--- src/rtl/circ_window_pkg.sv ---
package circ_window_pkg;

   typedef enum logic {
      CW_CLEAR = 1'b0,
      CW_RUN   = 1'b1
   } cw_phase_e;

   function automatic int unsigned cw_addr_w(input int unsigned depth);
      return (depth <= 2) ? 1 : $clog2(depth);
   endfunction

endpackage

--- src/rtl/cw_mod_add.sv ---
module cw_mod_add #(
   parameter int unsigned MODULUS = 66,
   parameter int unsigned W       = 7
) (
   input  logic [W-1:0] a,
   input  logic [W-1:0] b,
   output logic [W-1:0] sum
);
   localparam bit IS_POW2 = (MODULUS == (1 << W));

   generate
      if (IS_POW2) begin : g_pow2
         // natural truncation performs the wrap
         assign sum = a + b;
      end else begin : g_cmp
         localparam logic [W:0] MOD_WIDE = (W+1)'(MODULUS);
         logic [W:0] wide;
         assign wide = {1'b0, a} + {1'b0, b};
         assign sum  = (wide >= MOD_WIDE) ? W'(wide - MOD_WIDE) : wide[W-1:0];
      end
   endgenerate
endmodule

--- src/rtl/cw_ctrl.sv ---
module cw_ctrl
   import circ_window_pkg::*;
#(
   parameter int unsigned DEPTH = 66,
   parameter int unsigned AW    = 7
) (
   input  logic          clk,
   input  logic          rst,
   input  logic          wr_en,
   input  logic          rd_en,
   output logic          busy,
   output logic          wr_fire,
   output logic          rd_fire,
   output logic [AW-1:0] wr_ptr,
   output logic [AW-1:0] rd_pos,
   output logic [AW-1:0] clr_addr
);
   localparam logic [AW-1:0] LAST = AW'(DEPTH - 1);
   localparam logic [AW-1:0] ONE  = AW'(1);

   cw_phase_e     phase;
   logic [AW-1:0] wr_ptr_nx;
   logic [AW-1:0] rd_pos_nx;

   cw_mod_add #(.MODULUS(DEPTH), .W(AW)) u_wr_inc (
      .a(wr_ptr), .b(ONE), .sum(wr_ptr_nx)
   );
   cw_mod_add #(.MODULUS(DEPTH), .W(AW)) u_rd_inc (
      .a(rd_pos), .b(ONE), .sum(rd_pos_nx)
   );

   assign busy    = (phase == CW_CLEAR);
   assign wr_fire = !busy && wr_en;
   assign rd_fire = !busy && rd_en;

   always_ff @(posedge clk) begin
      if (rst) begin
         phase    <= CW_CLEAR;
         clr_addr <= '0;
         wr_ptr   <= '0;
         rd_pos   <= '0;
      end else begin
         case (phase)
            CW_CLEAR: begin
               clr_addr <= clr_addr + ONE;
               if (clr_addr == LAST) phase <= CW_RUN;
            end
            default: begin
               if (wr_fire) wr_ptr <= wr_ptr_nx;
               if (rd_fire) rd_pos <= rd_pos_nx;
            end
         endcase
      end
   end

   // reset always leaves the block sweeping
   a_r2_busy_after_reset: assert property (@(posedge clk) rst |=> busy);

   // write pointer never leaves the window
   a_r9_wptr_in_range: assert property (@(posedge clk) disable iff (rst)
      wr_ptr <= LAST);

   // read position wraps at the last window position
   a_r7_rpos_wrap: assert property (@(posedge clk) disable iff (rst)
      (rd_fire && rd_pos == LAST) |=> rd_pos == '0);

   // pointers frozen during the sweep
   a_r3_ptrs_frozen_busy: assert property (@(posedge clk) disable iff (rst)
      busy |=> ($stable(wr_ptr) && $stable(rd_pos)));
endmodule

--- src/rtl/cw_store.sv ---
module cw_store #(
   parameter int unsigned DATA_W = 8,
   parameter int unsigned DEPTH  = 66,
   parameter int unsigned AW     = 7,
   parameter logic [DATA_W-1:0] FILL = '0
) (
   input  logic              clk,
   input  logic              rst,
   input  logic              we,
   input  logic [AW-1:0]     waddr,
   input  logic [DATA_W-1:0] wdata,
   input  logic              re,
   input  logic [AW-1:0]     raddr,
   output logic [DATA_W-1:0] rdata
);
   logic [DATA_W-1:0] mem [DEPTH];

   always_ff @(posedge clk) begin
      if (we) mem[waddr] <= wdata;
   end

   always_ff @(posedge clk) begin
      if (rst)     rdata <= FILL;
      else if (re) rdata <= mem[raddr];
   end
endmodule

--- src/rtl/circ_window.sv ---
module circ_window
   import circ_window_pkg::*;
#(
   parameter int unsigned DATA_W = 8,
   parameter int unsigned DEPTH  = 66
) (
   input  logic              clk,
   input  logic              rst,
   input  logic              wr_en,
   input  logic [DATA_W-1:0] wr_data,
   input  logic              rd_en,
   output logic [DATA_W-1:0] rd_data,
   output logic              busy
);
   localparam int unsigned       AW   = cw_addr_w(DEPTH);
   localparam logic [DATA_W-1:0] FILL = DATA_W'(1) << (DATA_W - 1);

   // parameter legality
   initial begin
      a_r1_depth_ok: assert (DEPTH >= 2) else $error("DEPTH must be >= 2");
      a_r1_width_ok: assert (DATA_W >= 2) else $error("DATA_W must be >= 2");
   end

   logic          wr_fire, rd_fire;
   logic [AW-1:0] wr_ptr, rd_pos, clr_addr, rd_addr;
   logic          st_we;
   logic [AW-1:0] st_waddr;
   logic [DATA_W-1:0] st_wdata;

   cw_ctrl #(.DEPTH(DEPTH), .AW(AW)) u_ctrl (
      .clk(clk), .rst(rst), .wr_en(wr_en), .rd_en(rd_en),
      .busy(busy), .wr_fire(wr_fire), .rd_fire(rd_fire),
      .wr_ptr(wr_ptr), .rd_pos(rd_pos), .clr_addr(clr_addr)
   );

   // oldest slot sits at wr_ptr, so offset the read position from it
   cw_mod_add #(.MODULUS(DEPTH), .W(AW)) u_rd_addr (
      .a(wr_ptr), .b(rd_pos), .sum(rd_addr)
   );

   assign st_we    = busy | wr_fire;
   assign st_waddr = busy ? clr_addr : wr_ptr;
   assign st_wdata = busy ? FILL : wr_data;

   cw_store #(.DATA_W(DATA_W), .DEPTH(DEPTH), .AW(AW), .FILL(FILL)) u_store (
      .clk(clk), .rst(rst), .we(st_we), .waddr(st_waddr), .wdata(st_wdata),
      .re(rd_fire), .raddr(rd_addr), .rdata(rd_data)
   );

   // output only moves on an accepted read
   a_r6_hold_without_read: assert property (@(posedge clk) disable iff (rst)
      !rd_fire |=> $stable(rd_data));

   // reset loads the fill value
   a_r10_reset_output: assert property (@(posedge clk) rst |=> rd_data == FILL);
endmodule

--- config.mk ---
export PLATFORM = sky130hd
export DESIGN_NAME = circ_window
export DESIGN_NICKNAME = d
export VERILOG_FILES = /design/src/rtl/circ_window_pkg.sv /design/src/rtl/cw_mod_add.sv /design/src/rtl/cw_ctrl.sv /design/src/rtl/cw_store.sv /design/src/rtl/circ_window.sv
export SDC_FILE = /design/constraint.sdc
export NUM_CORES = 1
export LEC_CHECK = 0
export BUFFER_PORTS_ARGS = -buffer_cell sky130_fd_sc_hd__buf_4
export CAP_MARGIN = 40
export CORE_ASPECT_RATIO = 2
export CORE_MARGIN = 2
export CORE_UTILIZATION = 50
export DETAILED_ROUTE_END_ITERATION = 8
export GPL_TIMING_DRIVEN = 0
export PLACE_DENSITY = 0.68
export SLEW_MARGIN = 20
export SYNTH_ARGS = -nofsm -noshare
export SYNTH_HDL_FRONTEND = slang
export SYNTH_SLANG_ARGS = --single-unit
--- constraint.sdc ---
create_clock -name clk -period 4.3 [get_ports clk]
set_clock_uncertainty 0.1 [all_clocks]
set_input_delay 0.86 -clock clk [delete_from_list [all_inputs] [get_ports clk]]
set_output_delay 0.86 -clock clk [all_outputs]
set_load 0.005 [all_outputs]
==> results of run 1 <==
[Yosys cell counts (15+ instances only)]
cell type / number
a21oi_1: 67
o31ai_1: 16
o21ai_0: 50
and2_1: 19
o22ai_1: 26
nor2_1: 147
dfxtp_1: 30
clkbuf_1: 58
ha_1: 16
a211oi_1: 24
buf_2: 32
mux4_2: 111
edfxtp_1: 528
nand2_1: 141
mux2i_1: 84
mux2_2: 46
a22oi_1: 22
buf_1: 21
nor3_1: 36
xnor2_1: 15
nand3_1: 39
[tightest hold or removal path: stages, from the launching register on]
cell     delay [ns]
dfxtp_1        0.33
a22oi_1        0.09
o31ai_2        0.06
[area by class of cell]
class,count,area share [%]
buffer,111,2.813
clock inverter,36,1.289
inverter,15,0.2135
multi-input combinational,1096,30.73
tap,660,2.710
sequential,558,54.04
timing repair buffer,142,4.127
clock buffer,53,4.074
[metal layers]
metal	vias to the layer above	part of all wire [%]	GRT usage, %
met4	0	12	32.31
met3	442	7.9	6.035
li1	7518	-	-
met5	-	0	0
met1	9285	32	41.10
met2	1296	49	61.05
[power groups by stage]
| stage | registers [mW] | logic (mW) | clock network (mW) |
|---|---|---|---|
| after floorplan | 6.01 | 0.0719 | 0 |
| after global placement | 6.01 | 0.135 | 0 |
| after detailed placement | 6.01 | 0.141 | 0 |
| after CTS | 5.89 | 0.142 | 4.61 |
| after global routing | 5.89 | 0.154 | 4.80 |
| final | 5.89 | 0.152 | 4.60 |
[cell usage in the layout, fill, tap and decap left out, types with 24 or more instances in the layout]
cell type and instances:
a21oi_1 62, buf_4 134, buf_6 26, clkbuf_1 27, clkbuf_16 53, dfxtp_1 25
edfxtp_1 528, mux2_2 46, mux2i_1 83, mux4_2 111, nand2_1 136, nand3_1 39
nor2_1 136, nor3_1 32, o21ai_0 46, o22ai_1 24
[final timing paths]
path | from | slack, ns | endpoint | cells past startpoint
worst max register to register | u_ctrl.wr_ptr[0] | -0.30 | u_store.rdata[2] | 17
worst min-delay path | u_store.rdata[6] | 0.41 | u_store.rdata[6] | 2
worst min register to register | u_store.rdata[6] | 0.41 | u_store.rdata[6] | 2
worst max-delay path | u_ctrl.wr_ptr[0] | -0.30 | u_store.rdata[2] | 17
[timing repair]
| action | in CTS | in global routing |
|---|---|---|
| setup buffers | 32 | 18 |
| resized for setup | 167 | 69 |
| endpoints found under the hold margin | 0 | 0 |
| pin swaps | 15 | 23 |
| cloned | 0 | 1 |
| endpoints found under the setup margin | 8 | 8 |
[per-stage QoR]
step	setup slack [ns]	hold slack, ns	power (mW)	cell area (µm²)
5_1_grt	-0.2675	0.4273	10.84	30470
6_report	-0.2957	0.4064	10.63	30470
2_1_floorplan	0.03597	0.3853	6.077	25940
4_1_cts	-0.2473	0.4076	10.64	29980
3_3_place_gp	-3.008	0.3817	6.142	26910
3_5_place_dp	-2.615	0.3916	6.150	27550
[registers in the layout (all words and copies together) (netlist names)]
register and count:
u_ctrl.wr_ptr 7, u_ctrl.clr_addr 7, u_ctrl.phase 1, u_ctrl.rd_pos 7, u_store.rdata 8, u_store.mem 528
[kinds of logic (layout without fill, tap and decap cells)]
logic type	Yosys count	count (layout)
AO/OA/AOI/OAI	343	343
XOR/XNOR	25	25
adder cells (fa/ha/maj)	17	17
buffers and inverters	133	357
flip-flops	558	558
multiplexers	241	241
AND/OR/NAND/NOR	470	470
==> out/qor.csv, run 1 <==
metric;value;unit
Synth Flop Type;edfxtp_1;
CP max stage delay;0.59;ns
top cell type's share of synthesized area;61.15;%
unrepaired setup endpoints after global routing;true;
register area;0.01647;mm²
port buffer count;19;
syn nets;1816;
critical path, cell by cell;ha_4 > fa_2 > xor2_4 > buf_4 > inv_4 > clkbuf_1 > buf_6 > ha_4 > a21boi_2 > o32ai_2 > buf_4 > buf_12 > a21o_1 > o211ai_1 > o211ai_1 > a311o_2 > o31ai_2;
nature of the critical path startpoint;flop;
share of layout cells above drive strength 1;28.39;%
leading area contributor after synthesis;edfxtp_1;
Async SR Flop Fraction;0;%
Mapped Cells;1787;
DIE AREA;0.05381;mm²
core area;0.05153;mm²
CTS Hold Bufs;0;
Row Count;118;
initial antenna violation count;0;
fin crit period;4.596;ns
flops & latches, synth;558;
crit path capture type;flop;
Initial DRC Count;2475;
critical path arrival;5.01;ns
n_diodes;0;
status;finished, violations left;
max-slew violation count;0;
IO Count;21;
Worst EP required;4.71;ns
final hold vios;0;
Slowest cell on crit path;o211ai_1;
switching part of the total;20.53;%
Die H;326.0;µm
Clock Path Buffers;3;
Synth Area in Compound Gates;9.415;%
Worst Slack Setup Final;-0.2957;ns
vias in the first global route;17944;
utilization after layout;59.13;%
Seq/Total Area, Yosys;63.47;%
# setup viols final;6;
Post-synth EDFFs;528;
Hold Crit Class;reg -> reg;
Placer Congestion;1.017;
adder-cell share of the synthesized area;0.8493;%
post-synthesis simple-gate area fraction;8.334;%
Peak Freq;217.6;MHz
Synth area leaders;edfxtp_1, mux4_2, mux2i_1;
syn avg cell area;14.51;µm²
placed cells;2526;
starting density of the core;50.32;%
P_sw;2.183;mW
Final TNS setup;-0.6877;ns
area occupied by multi-input gates;0.009363;mm²
chip width;165.0;µm
final wirelength;99.09;mm
number of distinct library cells after synthesis;81;
worst skew pair latency;0.61;ns
Power Dens Cells;349.0;mW/mm²
Sink Count;558;
register share of total power;55.4;%
CTS root buf;clkbuf_16;
Synth Area in XOR/XNOR;0.8734;%
multiplexer share of the synthesized area;14.88;%
Comb pwr share;1.4;%
largest family of logic cells by synthesized area;multiplexers;
# DRC;0;
wire per inst;37.10;µm
# H-tree levels;2;
clock group share of total power;43.2;%
Post-DRT Antenna Nets;0;
first-pass GRT wire length;135.3;mm
GRT Total Usage;37.11;%
Via density;6.942;
via count;18541;
failing checks;negative setup slack;
critical path type;reg -> reg;
GR Overflow Total;0;
Syn. warnings;0;
largest net degree at the start of global routing;67;
Rel. slew slack;39.17;%
Area Overhead vs Synth;17.51;%
crit path max fanout;7;
internal power contribution;8.452;mW
delay-heaviest family, CP;compound AO/OA/AOI/OAI gates;
Worst Tran Pin Value;0.9091;ns
Syn Std Cell Area;0.02593;mm²
hpwl dp;70.08;mm
Max VDD drop;266.5;µV
Lkg Pwr;10.93;nW
CTS buffer count;48;
Post-layout nets;2001;
# fillers;3995;
CTS tree;built;
First-pass DRT Iterations;6;
Worst-path clk slew;0.07;ns
CP Buf/Inv Count;6;
max cap viols;0;
fin crit share;106.9;%
Layout Cells excl Fill;2671;
Note: power is estimated with default switching activity, not from simulation.
==> run 2, diff against run 1 <==
CORE_UTILIZATION = 47   (was 50)
PLACE_DENSITY = not set   (was 0.68)
==> out/qor.csv, run 2 (synthesis results as in run 1) <==
metric;value;unit
status;finished, violations left;
failing checks;negative setup slack;
Row Count;121;
fin crit period;4.614;ns
crit path capture type;flop;
first-pass GRT wire length;139.9;mm
Worst R2R Path Depth;16;
worst skew pair latency;0.60;ns
Power Dens Cells;342.4;mW/mm²
final hold slack;0.4084;ns
First-pass DRT Iterations;8;
CTS tree;built;
most common cell after layout, fill and taps aside;edfxtp_1;
Worst Slack Setup Final;-0.3140;ns
Largest register FFs;528;
CTS root buf;clkbuf_16;
Hold Crit Class;reg -> reg;
Via density;6.851;
Rel. slew slack;34.61;%
Placer Congestion;0.9989;
critical path type;reg -> reg;
final wirelength;102.7;mm
# fillers;4435;
hpwl dp;73.64;mm
via count;18517;
Max VDD drop;272.2;µV
fin crit share;107.3;%
max-slew violation count;0;
CTS buffer count;49;
GRT Total Usage;36.09;%
chip width;170.1;µm
critical path arrival;5.04;ns
Lkg Pwr;10.99;nW
DIE AREA;0.05718;mm²
Initial DRC Count;2372;
CTS Hold Bufs;0;
Top Registers;u_store.mem: 528 flops, u_store.rdata: 8 flops;
largest net degree at the start of global routing;61;
crit path max fanout;4;
Area Overhead vs Synth;18.50;%
max layer used;met4;
Met3 Routed Length;8.110;mm
Worst Tran Pin Value;0.9781;ns
share of layout cells above drive strength 1;28.87;%
Post-layout nets;2017;
M1 WL;32.07;mm
Reg with most FFs;u_store.mem;
area occupied by multi-input gates;0.009439;mm²
core area;0.05450;mm²
length of routed met2 wiring;49.65;mm
max cap viols;0;
IO Count;21;
unrepaired setup endpoints after global routing;true;
register area;0.01647;mm²
nature of the critical path startpoint;flop;
vias in the first global route;18244;
Die H;336.2;µm
Post-DRT Antenna Nets;0;
Worst R2R Setup Slack;-0.31;ns
utilization after layout;56.38;%
critical path capture point;u_store.rdata[2];
initial antenna violation count;1;
# H-tree levels;2;
Clock Path Buffers;3;
starting density of the core;47.57;%
# setup viols final;4;
Setup crit start;u_ctrl.wr_ptr[0];
# DRC;0;
port buffer count;19;
worst r2r dst;u_store.rdata[2];
Sink Count;558;
Worst EP required;4.72;ns
FF-to-FF Start;u_ctrl.wr_ptr[0];
wire per inst;37.99;µm
final hold vios;0;
Worst-path clk slew;0.07;ns
Final TNS setup;-0.4851;ns
Peak Freq;216.7;MHz
GR Overflow Total;0;
most frequent cells in the layout;edfxtp_1, buf_4, nand2_1;
-- run 2: worst min path at each step --
stage / startpoint / endpoint / depth (start not counted)
after floorplan: u_store.rdata[0] / u_store.rdata[0] / 2
after global placement: u_store.rdata[5] / u_store.rdata[5] / 2
after detailed placement: u_store.rdata[5] / u_store.rdata[5] / 2
after CTS: u_store.rdata[5] / u_store.rdata[5] / 2
after global routing: u_store.rdata[6] / u_store.rdata[6] / 2
final: u_store.rdata[5] / u_store.rdata[5] / 2
-- run 2: metal layers --
layer | vias up | track usage (%)
met5 | - | 0
met4 | 0 | 33.53
met3 | 427 | 6.238
met2 | 1213 | 60.33
met1 | 9344 | 38.40
li1 | 7533 | -
-- run 2: where the power goes --
group          switching (mW)  leakage [nW]  total, mW  internal (mW)
Sequential             0.0104          6.17       5.89           5.88
Clock                    2.05         0.759       4.47           2.42
Combinational           0.115          4.06      0.161         0.0460
Total                    2.17          11.0       10.5           8.35
-- run 2: what timing repair did --
action | 4_1_cts | 5_1_grt
gates cloned | 0 | 2
resized for setup | 186 | 64
setup endpoints to repair | 8 | 8
pin swaps | 16 | 17
buffers inserted | 36 | 18
-- run 2: metrics by stage --
step                      instances  setup WS (ns)  power (mW)  instance area, µm²
after floorplan                1787        0.03597       6.077               25940
after global placement         2482         -2.985       6.149               26930
after detailed placement       2549         -2.790       6.157               27690
after CTS                      2670        -0.1947       10.53               30210
after global routing           2702        -0.2322       10.72               30720
final                          2703        -0.3140       10.52               30730
-- run 2: critical path: stages (launching register included) --
cell	delay, ns
dfxtp_4	0.37
ha_4	0.17
fa_2	0.40
a211o_4	0.39
a31oi_4	0.25
o221ai_4	0.14
clkbuf_8	0.17
a21boi_4	0.16
o32ai_2	0.11
buf_4	0.20
buf_12	0.14
buf_6	0.11
a21o_1	0.14
o211ai_1	0.54
o211ai_1	0.38
a311o_2	0.57
o31ai_2	0.19
-- run 2: final cells by class --
class	instances	area share, %
well taps	676	2.753
diodes	1	0.008144
multi-input cells	1096	30.72
flip-flops and latches	558	53.61
clock buffers	64	4.410
inverters	15	0.2199
repair buffers	156	4.711
plain buffers	112	2.794
clock inverters	25	0.7696
